==> src/rtl/sysexc_pkg.sv <==
package sysexc_pkg;

    localparam int NUM_SYS = 8;
    localparam int VEC_W   = 9;

    typedef enum logic [2:0] {
        EX_NMI  = 3'd0,
        EX_MEM  = 3'd1,
        EX_BUS  = 3'd2,
        EX_USE  = 3'd3,
        EX_SVC  = 3'd4,
        EX_DBG  = 3'd5,
        EX_PSV  = 3'd6,
        EX_TICK = 3'd7
    } exc_e;

    localparam logic [11:0] OFS_STATE  = 12'hD04;
    localparam logic [11:0] OFS_VBASE  = 12'hD08;
    localparam logic [11:0] OFS_RSTCTL = 12'hD0C;
    localparam logic [11:0] OFS_HANDLR = 12'hD24;
    localparam logic [11:0] OFS_TRIG   = 12'hF00;

    localparam logic [15:0] RST_KEY    = 16'h05FA;
    localparam logic [31:0] RSTCTL_RD  = 32'h0FA05000;

    typedef struct packed {
        logic [NUM_SYS-1:0] set;
        logic [NUM_SYS-1:0] clr;
        logic               en_we;
        logic [2:0]         en_val;
        logic               clr_active;
        logic               rst_req;
        logic               vbase_we;
        logic [31:0]        vbase_val;
        logic               trig;
        logic [VEC_W-1:0]   trig_irq;
    } wr_cmd_t;

    // Hardware vector number of each fixed exception slot
    function automatic logic [VEC_W-1:0] vec_of(input int idx);
        case (idx)
            0:       return 9'd2;
            1:       return 9'd4;
            2:       return 9'd5;
            3:       return 9'd6;
            4:       return 9'd11;
            5:       return 9'd12;
            6:       return 9'd14;
            default: return 9'd15;
        endcase
    endfunction

endpackage

==> src/rtl/sysexc_wr_decode.sv <==
module sysexc_wr_decode
    import sysexc_pkg::*;
#(
    parameter int NUM_IRQ = 64
) (
    input  logic        bus_wr,
    input  logic [11:0] bus_addr,
    input  logic [31:0] bus_wdata,
    output wr_cmd_t     cmd
);
    localparam logic [VEC_W:0] IRQ_LIM = (VEC_W+1)'(NUM_IRQ);

    logic wr_state, wr_rst_ok;

    always_comb begin
        wr_state  = bus_wr && (bus_addr == OFS_STATE);
        wr_rst_ok = bus_wr && (bus_addr == OFS_RSTCTL) && (bus_wdata[31:16] == RST_KEY);
        cmd = '0;
        // set requests
        cmd.set[EX_NMI]  = wr_state && bus_wdata[31];
        cmd.set[EX_PSV]  = wr_state && bus_wdata[28];
        cmd.set[EX_TICK] = wr_state && bus_wdata[26];
        // clear requests lose to a set of the same exception in the same word
        cmd.clr[EX_PSV]  = wr_state && bus_wdata[27] && !bus_wdata[28];
        cmd.clr[EX_TICK] = wr_state && bus_wdata[25] && !bus_wdata[26];
        cmd.en_we        = bus_wr && (bus_addr == OFS_HANDLR);
        cmd.en_val       = bus_wdata[18:16];
        cmd.clr_active   = wr_rst_ok && bus_wdata[1];
        cmd.rst_req      = wr_rst_ok && (bus_wdata[2] || bus_wdata[0]);
        cmd.vbase_we     = bus_wr && (bus_addr == OFS_VBASE);
        cmd.vbase_val    = {bus_wdata[31:7], 7'b0};
        cmd.trig_irq     = bus_wdata[8:0];
        cmd.trig         = bus_wr && (bus_addr == OFS_TRIG) &&
                           ({1'b0, bus_wdata[8:0]} < IRQ_LIM);
    end
endmodule

==> src/rtl/sysexc_state.sv <==
module sysexc_state
    import sysexc_pkg::*;
(
    input  logic               clk,
    input  logic               rst,
    input  wr_cmd_t            cmd,
    input  logic [NUM_SYS-1:0] hw_set,
    input  logic               take_valid,
    input  logic [VEC_W-1:0]   take_vec,
    input  logic               ret_valid,
    input  logic [VEC_W-1:0]   ret_vec,
    output logic [NUM_SYS-1:0] pend,
    output logic [NUM_SYS-1:0] act,
    output logic [NUM_SYS-1:0] en
);
    for (genvar i = 0; i < NUM_SYS; i++) begin : g_exc
        logic p_q, a_q, hit_take, hit_ret;

        assign hit_take = take_valid && (take_vec == vec_of(i));
        assign hit_ret  = ret_valid  && (ret_vec  == vec_of(i));

        always_ff @(posedge clk) begin
            if (rst)                              p_q <= 1'b0;
            else if (hw_set[i] || cmd.set[i])     p_q <= 1'b1;
            else if (cmd.clr[i] || hit_take)      p_q <= 1'b0;
        end

        always_ff @(posedge clk) begin
            if (rst)                              a_q <= 1'b0;
            else if (hit_take)                    a_q <= 1'b1;
            else if (hit_ret || cmd.clr_active)   a_q <= 1'b0;
        end

        assign pend[i] = p_q;
        assign act[i]  = a_q;

        if (i >= int'(EX_MEM) && i <= int'(EX_USE)) begin : g_fault_en
            logic e_q;
            always_ff @(posedge clk) begin
                if (rst)            e_q <= 1'b0;
                else if (cmd.en_we) e_q <= cmd.en_val[i-1];
            end
            assign en[i] = e_q;
        end else begin : g_fixed_en
            assign en[i] = 1'b1;
        end
    end
endmodule

==> src/rtl/sysexc_rd_mux.sv <==
module sysexc_rd_mux
    import sysexc_pkg::*;
(
    input  logic [11:0]        bus_addr,
    input  logic [NUM_SYS-1:0] pend,
    input  logic [NUM_SYS-1:0] act,
    input  logic [NUM_SYS-1:0] en,
    input  logic [VEC_W-1:0]   act_vec,
    input  logic               act_preempted,
    input  logic [VEC_W-1:0]   pend_vec,
    input  logic               ext_pend_any,
    input  logic [31:0]        vbase,
    output logic [31:0]        rdata
);
    logic [31:0] state_w, handlr_w;

    always_comb begin
        state_w         = '0;
        state_w[8:0]    = act_vec;
        state_w[11]     = (act_vec == '0) || !act_preempted;
        state_w[20:12]  = pend_vec;
        state_w[22]     = ext_pend_any;
        state_w[26]     = pend[EX_TICK];
        state_w[28]     = pend[EX_PSV];
        state_w[31]     = pend[EX_NMI];

        handlr_w        = '0;
        handlr_w[0]     = act[EX_MEM];
        handlr_w[1]     = act[EX_BUS];
        handlr_w[3]     = act[EX_USE];
        handlr_w[7]     = act[EX_SVC];
        handlr_w[8]     = act[EX_DBG];
        handlr_w[10]    = act[EX_PSV];
        handlr_w[11]    = act[EX_TICK];
        handlr_w[12]    = pend[EX_USE];
        handlr_w[13]    = pend[EX_MEM];
        handlr_w[14]    = pend[EX_BUS];
        handlr_w[15]    = pend[EX_SVC];
        handlr_w[16]    = en[EX_MEM];
        handlr_w[17]    = en[EX_BUS];
        handlr_w[18]    = en[EX_USE];

        case (bus_addr)
            OFS_STATE:  rdata = state_w;
            OFS_HANDLR: rdata = handlr_w;
            OFS_VBASE:  rdata = vbase;
            OFS_RSTCTL: rdata = RSTCTL_RD;
            default:    rdata = '0;
        endcase
    end
endmodule

==> src/rtl/sysexc_regs.sv <==
module sysexc_regs
    import sysexc_pkg::*;
#(
    parameter int NUM_IRQ = 64
) (
    input  logic               clk,
    input  logic               rst,
    input  logic               bus_wr,
    input  logic [11:0]        bus_addr,
    input  logic [31:0]        bus_wdata,
    output logic [31:0]        bus_rdata,
    input  logic [NUM_SYS-1:0] hw_pend_set,
    input  logic               take_valid,
    input  logic [VEC_W-1:0]   take_vec,
    input  logic               ret_valid,
    input  logic [VEC_W-1:0]   ret_vec,
    input  logic [VEC_W-1:0]   act_vec,
    input  logic               act_preempted,
    input  logic [VEC_W-1:0]   pend_vec,
    input  logic               ext_pend_any,
    output logic [NUM_SYS-1:0] sys_pend,
    output logic [NUM_SYS-1:0] sys_en,
    output logic [31:0]        vtor,
    output logic               reset_req,
    output logic               sw_trig_valid,
    output logic [VEC_W-1:0]   sw_trig_irq
);
    wr_cmd_t            cmd;
    logic [NUM_SYS-1:0] act;

    sysexc_wr_decode #(.NUM_IRQ(NUM_IRQ)) u_dec (
        .bus_wr    (bus_wr),
        .bus_addr  (bus_addr),
        .bus_wdata (bus_wdata),
        .cmd       (cmd)
    );

    sysexc_state u_state (
        .clk        (clk),
        .rst        (rst),
        .cmd        (cmd),
        .hw_set     (hw_pend_set),
        .take_valid (take_valid),
        .take_vec   (take_vec),
        .ret_valid  (ret_valid),
        .ret_vec    (ret_vec),
        .pend       (sys_pend),
        .act        (act),
        .en         (sys_en)
    );

    always_ff @(posedge clk) begin
        if (rst) begin
            vtor          <= '0;
            reset_req     <= 1'b0;
            sw_trig_valid <= 1'b0;
            sw_trig_irq   <= '0;
        end else begin
            if (cmd.vbase_we) vtor <= cmd.vbase_val;
            reset_req     <= cmd.rst_req;
            sw_trig_valid <= cmd.trig;
            if (cmd.trig) sw_trig_irq <= cmd.trig_irq;
        end
    end

    sysexc_rd_mux u_rd (
        .bus_addr      (bus_addr),
        .pend          (sys_pend),
        .act           (act),
        .en            (sys_en),
        .act_vec       (act_vec),
        .act_preempted (act_preempted),
        .pend_vec      (pend_vec),
        .ext_pend_any  (ext_pend_any),
        .vbase         (vtor),
        .rdata         (bus_rdata)
    );
endmodule

==> config.mk <==
export PLATFORM = sky130hd
export DESIGN_NAME = sysexc_regs
export DESIGN_NICKNAME = d
export VERILOG_FILES = /design/src/rtl/sysexc_pkg.sv /design/src/rtl/sysexc_wr_decode.sv /design/src/rtl/sysexc_state.sv /design/src/rtl/sysexc_rd_mux.sv /design/src/rtl/sysexc_regs.sv
export SDC_FILE = /design/constraint.sdc
export NUM_CORES = 1
export LEC_CHECK = 0
export BUFFER_PORTS_ARGS = -buffer_cell sky130_fd_sc_hd__buf_4
export CAP_MARGIN = 30
export CORE_ASPECT_RATIO = 1.5
export CORE_MARGIN = 8
export CORE_UTILIZATION = 46
export CTS_CLUSTER_DIAMETER = 50
export DETAILED_ROUTE_END_ITERATION = 8
export GPL_ROUTABILITY_DRIVEN = 0
export PLACE_DENSITY = 0.94
export REMOVE_ABC_BUFFERS = 1
export SYNTH_ARGS = -nofsm -noshare
export SYNTH_HDL_FRONTEND = slang
export SYNTH_SLANG_ARGS = --single-unit
==> constraint.sdc <==
create_clock -name clk -period 8.58 [get_ports clk]
set_clock_uncertainty 0.1 [all_clocks]
set_input_delay 2.574 -clock clk [delete_from_list [all_inputs] [get_ports clk]]
set_output_delay 2.574 -clock clk [all_outputs]
set_load 0.02 [all_outputs]
==> results of run 1 <==
==> area by class of cell <==
class                      instances  area [um2]
sequential                        54        1081
clock buffer                       5       68.82
tap                               74       92.59
clock inverter                     3       40.04
multi-input combinational        263        1628
inverter                           8       30.03
timing repair buffer             176        1321
fill                             501        1913
==> layer usage <==
metal | wire length (um) | GRT usage [%] | vias up
met5 | 0 | 0 | -
met4 | 333 | 9.102 | 0
met3 | 1111 | 6.378 | 25
met2 | 5552 | 38.84 | 182
met1 | 3610 | 21.30 | 1517
li1 | - | - | 1550
==> state kept, by name, summed over array words and instances (netlist names) <==
name,cells
sw_trig_irq,9
u_state.g_exc.p_q,8
reset_req,1
u_state.g_exc.g_fault_en.e_q,3
u_state.g_exc.a_q,7
vtor,25
sw_trig_valid,1
==> path summary, 6_finish.rpt <==
path,start,to,depth (start not counted)
max,bus_addr[1],bus_rdata[8],6
min,sw_trig_irq[6],sw_trig_irq[6],1
max reg2reg,u_state.g_exc[7].p_q,u_state.g_exc[7].p_q,2
min reg2reg,sw_trig_irq[6],sw_trig_irq[6],1
==> placed cells by master (no fill, tap or decap), types with 5 or more instances in the layout <==
cell / netlist / routed
buf_4: 23 / 176
nand2_1: 59 / 59
dfxtp_1: 54 / 54
mux2i_1: 28 / 28
nor2_1: 20 / 20
nand3_1: 15 / 15
o21ai_0: 15 / 15
and2_1: 14 / 14
a21oi_1: 12 / 12
conb_1: 2 / 12
a22o_1: 9 / 9
a221o_1: 8 / 8
inv_1: 7 / 7
o22ai_1: 6 / 6
nand2b_1: 5 / 5
or4_1: 5 / 5
nor3_1: 5 / 5
clkbuf_8: 0 / 5
==> cell families (layout without fill, tap and decap cells) <==
group	after synthesis	count (layout)	synth area share, %
buffers and inverters	50	192	9.890
other	2	12	0.2548
AND/OR/NAND/NOR	156	156	27.38
AO/OA/AOI/OAI	67	67	16.30
multiplexers	28	28	9.508
flip-flops	54	54	36.67
==> power groups by stage <==
| stage | Clock [mW] | Combinational [mW] | Sequential [mW] |
|---|---|---|---|
| final | 0.170 | 0.0772 | 0.256 |
| after global routing | 0.184 | 0.0833 | 0.256 |
| after CTS | 0.172 | 0.0769 | 0.256 |
| after detailed placement | 0 | 0.0768 | 0.262 |
| after global placement | 0 | 0.0747 | 0.262 |
| after floorplan | 0 | 0.0224 | 0.265 |
==> results.cfg, run 1 <==
[power]
cellPowerDensity_nw_per_um2 = 118.1
p_switching_mw = 0.1254
max-vdd-ir-drop_uv = 115.3
netSwitchingFraction_pct = 24.90
pwr-share-clk_pct = 33.8
p_int_mw = 0.3781
p_leak_nw = 1.925
p_total_mw = 0.5035
pwr-share-seq_pct = 50.8
pwr-share-comb_pct = 15.3

[placement]
portBuffers = 173
place_area_um2 = 4153
dpl.cell_count = 575
pre_cts_ws_ns = 0.7644
dpl.hpwl_um = 8727

[drt]
route.detailed.drc = 0
drtPass1Iterations = 5
drtAntennaViolNets = 0
vias_per_cell = 5.616
vias = 3274
routed_wl_um = 10610
wl_per_cell_um = 18.19
drtIter0Drc = 139

[timing]
min_period_ns = 7.828
setup_viol = 0
finalMaxSlewViolations = 0
hold_ws_ns = 0.3791
setup_tns_ns = 0
setup_slack_ns = 0.7524
tightest_slew_ns = 0.9392
fmax_mhz = 127.8
slew_headroom_pct = 37.29
finalCritPeriodShare_pct = 91.23
grt_setup_unrepaired = no
hold_violations = 0

[clock_network]
cts_hold_buf = 0
cts_tree = done
cts_buffer_depth = 2
postCtsSetupRepairBufs = 0
cts_resized = 0
root_buffer = clkbuf_8
clk_latency_ns = 0.30
h-tree-depth = 2
clk_pin_slew_ns = 0.10
clkSinkCount = 54
numCtsBuffers = 5

[synth]
yosys-top-cells-count = 59 x nand2_1, 54 x dfxtp_1, 28 x mux2i_1
synth_most_common_cell = nand2_1
yosysUniqueCellTypes = 49
yosysTopAreaCell = dfxtp_1
async_reset_ff_share_pct = 0
synth_warnings = 0
ys_seq_area_share_pct = 36.67
synth_area_leaders = dfxtp_1 37%, mux2i_1 9.5%, nand2_1 7.5%, buf_4 5.9%, and2_1 3.0%
synth_edf_count = 0
syn-instance-count = 357
synth-seq-cells = 54
synth_top_flop_cell = dfxtp_1
synth_top_area_share_pct = 36.67
netlist_area_um2 = 2948
syn_avg_cell_area_um2 = 8.257

[floorplanning]
dieArea_um2 = 9279
io_pins = 186
die_w_um = 81.36
fp-row-count = 35
die_y_um = 114.0
initial_core_util_pct = 47.74
coreArea_um2 = 6175

[run_status]
status = finished clean

[global_route]
gr-usage-all-layers_pct = 21.36
grt_pass1_wl_um = 15880
grt_pass1_vias = 3333
antenna_found_initial = 0
grt_max_degree = 60
grt_overflow = 0

[final_layout]
stdcell_area_um2 = 4262
final_util_pct = 69.02
antenna_cells = 0
final_cells = 583
drive_gt1_share_pct = 38.31
nets = 603
areaGrowthSynthToFinish_pct = 44.57

[setup_path]
cp.required_ns = 5.91
critPathLaunchType = input pin
cp_max_fo = 17
crit_type = input pin to output port
critPathTopFamily = simple AND/OR/NAND/NOR gates
cp_slowest_cell = or4_1
crit_path_cell_trace = buf_4 -> or4_4 -> or4_1 -> nor2_2 -> a221o_1 -> buf_4
cp_common_cell = buf_4
ff2ff_setup_slack_ns = 7.63
max_stage_delay_ns = 0.82
worst_setup_path_end_kind = output port
worstPathArrival_ns = 5.15
crit_buf_inv = 2

[run]
maxCapViolations = 0

[worst_hold_path]
hold_path_class = register to register
Note: power is estimated with default switching activity, not from simulation.
==> inputs of run 2 (changes only) <==
--- a/config.mk
+++ b/config.mk
@@ -14,7 +14,6 @@
 export DETAILED_ROUTE_END_ITERATION = 8
 export GPL_ROUTABILITY_DRIVEN = 0
 export PLACE_DENSITY = 0.94
-export REMOVE_ABC_BUFFERS = 1
 export SYNTH_ARGS = -nofsm -noshare
 export SYNTH_HDL_FRONTEND = slang
 export SYNTH_SLANG_ARGS = --single-unit
==> results.cfg, run 2 (synthesized netlist as in run 1, its figures left out) <==
[drt]
wl_per_cell_um = 19.31
vias_per_cell = 5.545
drtIter0Drc = 258
drtPass1Iterations = 4
drtAntennaViolNets = 0
route.detailed.drc = 0
routed_wl_um = 11280
vias = 3238

[clock_network]
clk_latency_ns = 0.29
cts_tree = done
clkSinkCount = 54
clk_pin_slew_ns = 0.09
postCtsSetupRepairBufs = 0
cts_hold_buf = 0
cts_buffer_depth = 2
root_buffer = clkbuf_8
cts_resized = 0
numCtsBuffers = 5
h-tree-depth = 2

[final_layout]
nets = 604
areaGrowthSynthToFinish_pct = 45.97
drive_gt1_share_pct = 38.43
layout_commonest_cell = buf_4
antenna_cells = 0
final_cell_mix = 177 x buf_4, 59 x nand2_1, 54 x dfxtp_1
largestRegisters = vtor (25), sw_trig_irq (9), u_state.g_exc.p_q (8)
regMostFlops = vtor
stdcell_area_um2 = 4303
largest_reg_flops = 25
fillCellCount = 509
final_util_pct = 69.69
final_cells = 584

[placement]
dpl.hpwl_um = 9072
place_area_um2 = 4160
portBuffers = 173
dpl.cell_count = 576
pre_cts_ws_ns = 0.8812

[global_route]
grt_overflow = 0
gr-usage-all-layers_pct = 22.98
antenna_found_initial = 0
grt_pass1_wl_um = 16860
grt_pass1_vias = 3429
grt_max_degree = 60

[floorplanning]
coreArea_um2 = 6175
initial_core_util_pct = 47.74
fp-row-count = 35
dieArea_um2 = 9279
die_y_um = 114.0
io_pins = 186
die_w_um = 81.36

[power]
pwr-share-seq_pct = 47.5
cellPowerDensity_nw_per_um2 = 125.6
p_int_mw = 0.4165
max-vdd-ir-drop_uv = 104.9
netSwitchingFraction_pct = 22.94
p_leak_nw = 1.942
p_switching_mw = 0.1240
p_total_mw = 0.5405
pwr-share-clk_pct = 38.1
pwr-share-comb_pct = 14.3

[timing]
setup_tns_ns = 0
tightest_slew_ns = 0.9248
hold_violations = 0
setup_slack_ns = 0.8769
setup_viol = 0
finalMaxSlewViolations = 0
finalCritPeriodShare_pct = 89.78
slew_headroom_pct = 38.26
grt_setup_unrepaired = no
hold_ws_ns = 0.3789
min_period_ns = 7.703
fmax_mhz = 129.8

[worst_hold_path]
hold_path_class = register to register
hold_depth = 2

[setup_path]
cp_max_fo = 17
worstRegToRegCells = 2
worst_setup_path_end_kind = output port
crit_type = input pin to output port
critPathLaunchType = input pin
worstPathArrival_ns = 5.03
cp.required_ns = 5.91

[run]
maxCapViolations = 0

[run_status]
status = finished clean
run 2: cell types whose count changed in the layout (fill, tap and decap cells not counted), sizes merged:
cell / delta
bufinv: +1
clkbuf: +1
buf: +1
clkinv: -2
run 2: worst paths after layout:
kind                   startpoint  slack, ns              endpoint
min reg2reg        sw_trig_irq[1]       0.38        sw_trig_irq[1]
min                sw_trig_irq[1]       0.38        sw_trig_irq[1]
max                   bus_addr[1]       0.88          bus_rdata[7]
max reg2reg  u_state.g_exc[7].p_q       7.58  u_state.g_exc[7].p_q
run 2: per-layer routing:
metal	up-vias	share of wire, %	global-route usage, %
li1	1540	-	-
met1	1525	34	23.27
met2	149	54	41.40
met3	24	9.5	6.535
met4	0	2.6	10.30
met5	-	0	0
run 2: cell type report:
cell class | count | area (um2) | area share, %
Timing Repair Buffer | 177 | 1329 | 30.88
Multi-Input combinational cell | 263 | 1628 | 37.83
Tap cell | 74 | 92.59 | 2.152
Clock buffer | 6 | 82.58 | 1.919
Inverter | 8 | 30.03 | 0.6979
Clock inverter | 2 | 60.06 | 1.396
Sequential cell | 54 | 1081 | 25.12
run 2: power groups by stage:
stage / Combinational, mW / Clock (mW) / Sequential [mW]
2_1_floorplan: 0.0369 / 0 / 0.261
3_3_place_gp: 0.0743 / 0 / 0.262
3_5_place_dp: 0.0763 / 0 / 0.262
4_1_cts: 0.0768 / 0.209 / 0.257
5_1_grt: 0.0835 / 0.220 / 0.257
6_report: 0.0775 / 0.206 / 0.257
run 2: critical path: stages:
cell and delay (ns):
buf_4 0.11, or4_4 0.57, or4_1 0.52, buf_4 0.21
nor2_2 0.60, a221o_1 0.29, buf_4 0.15
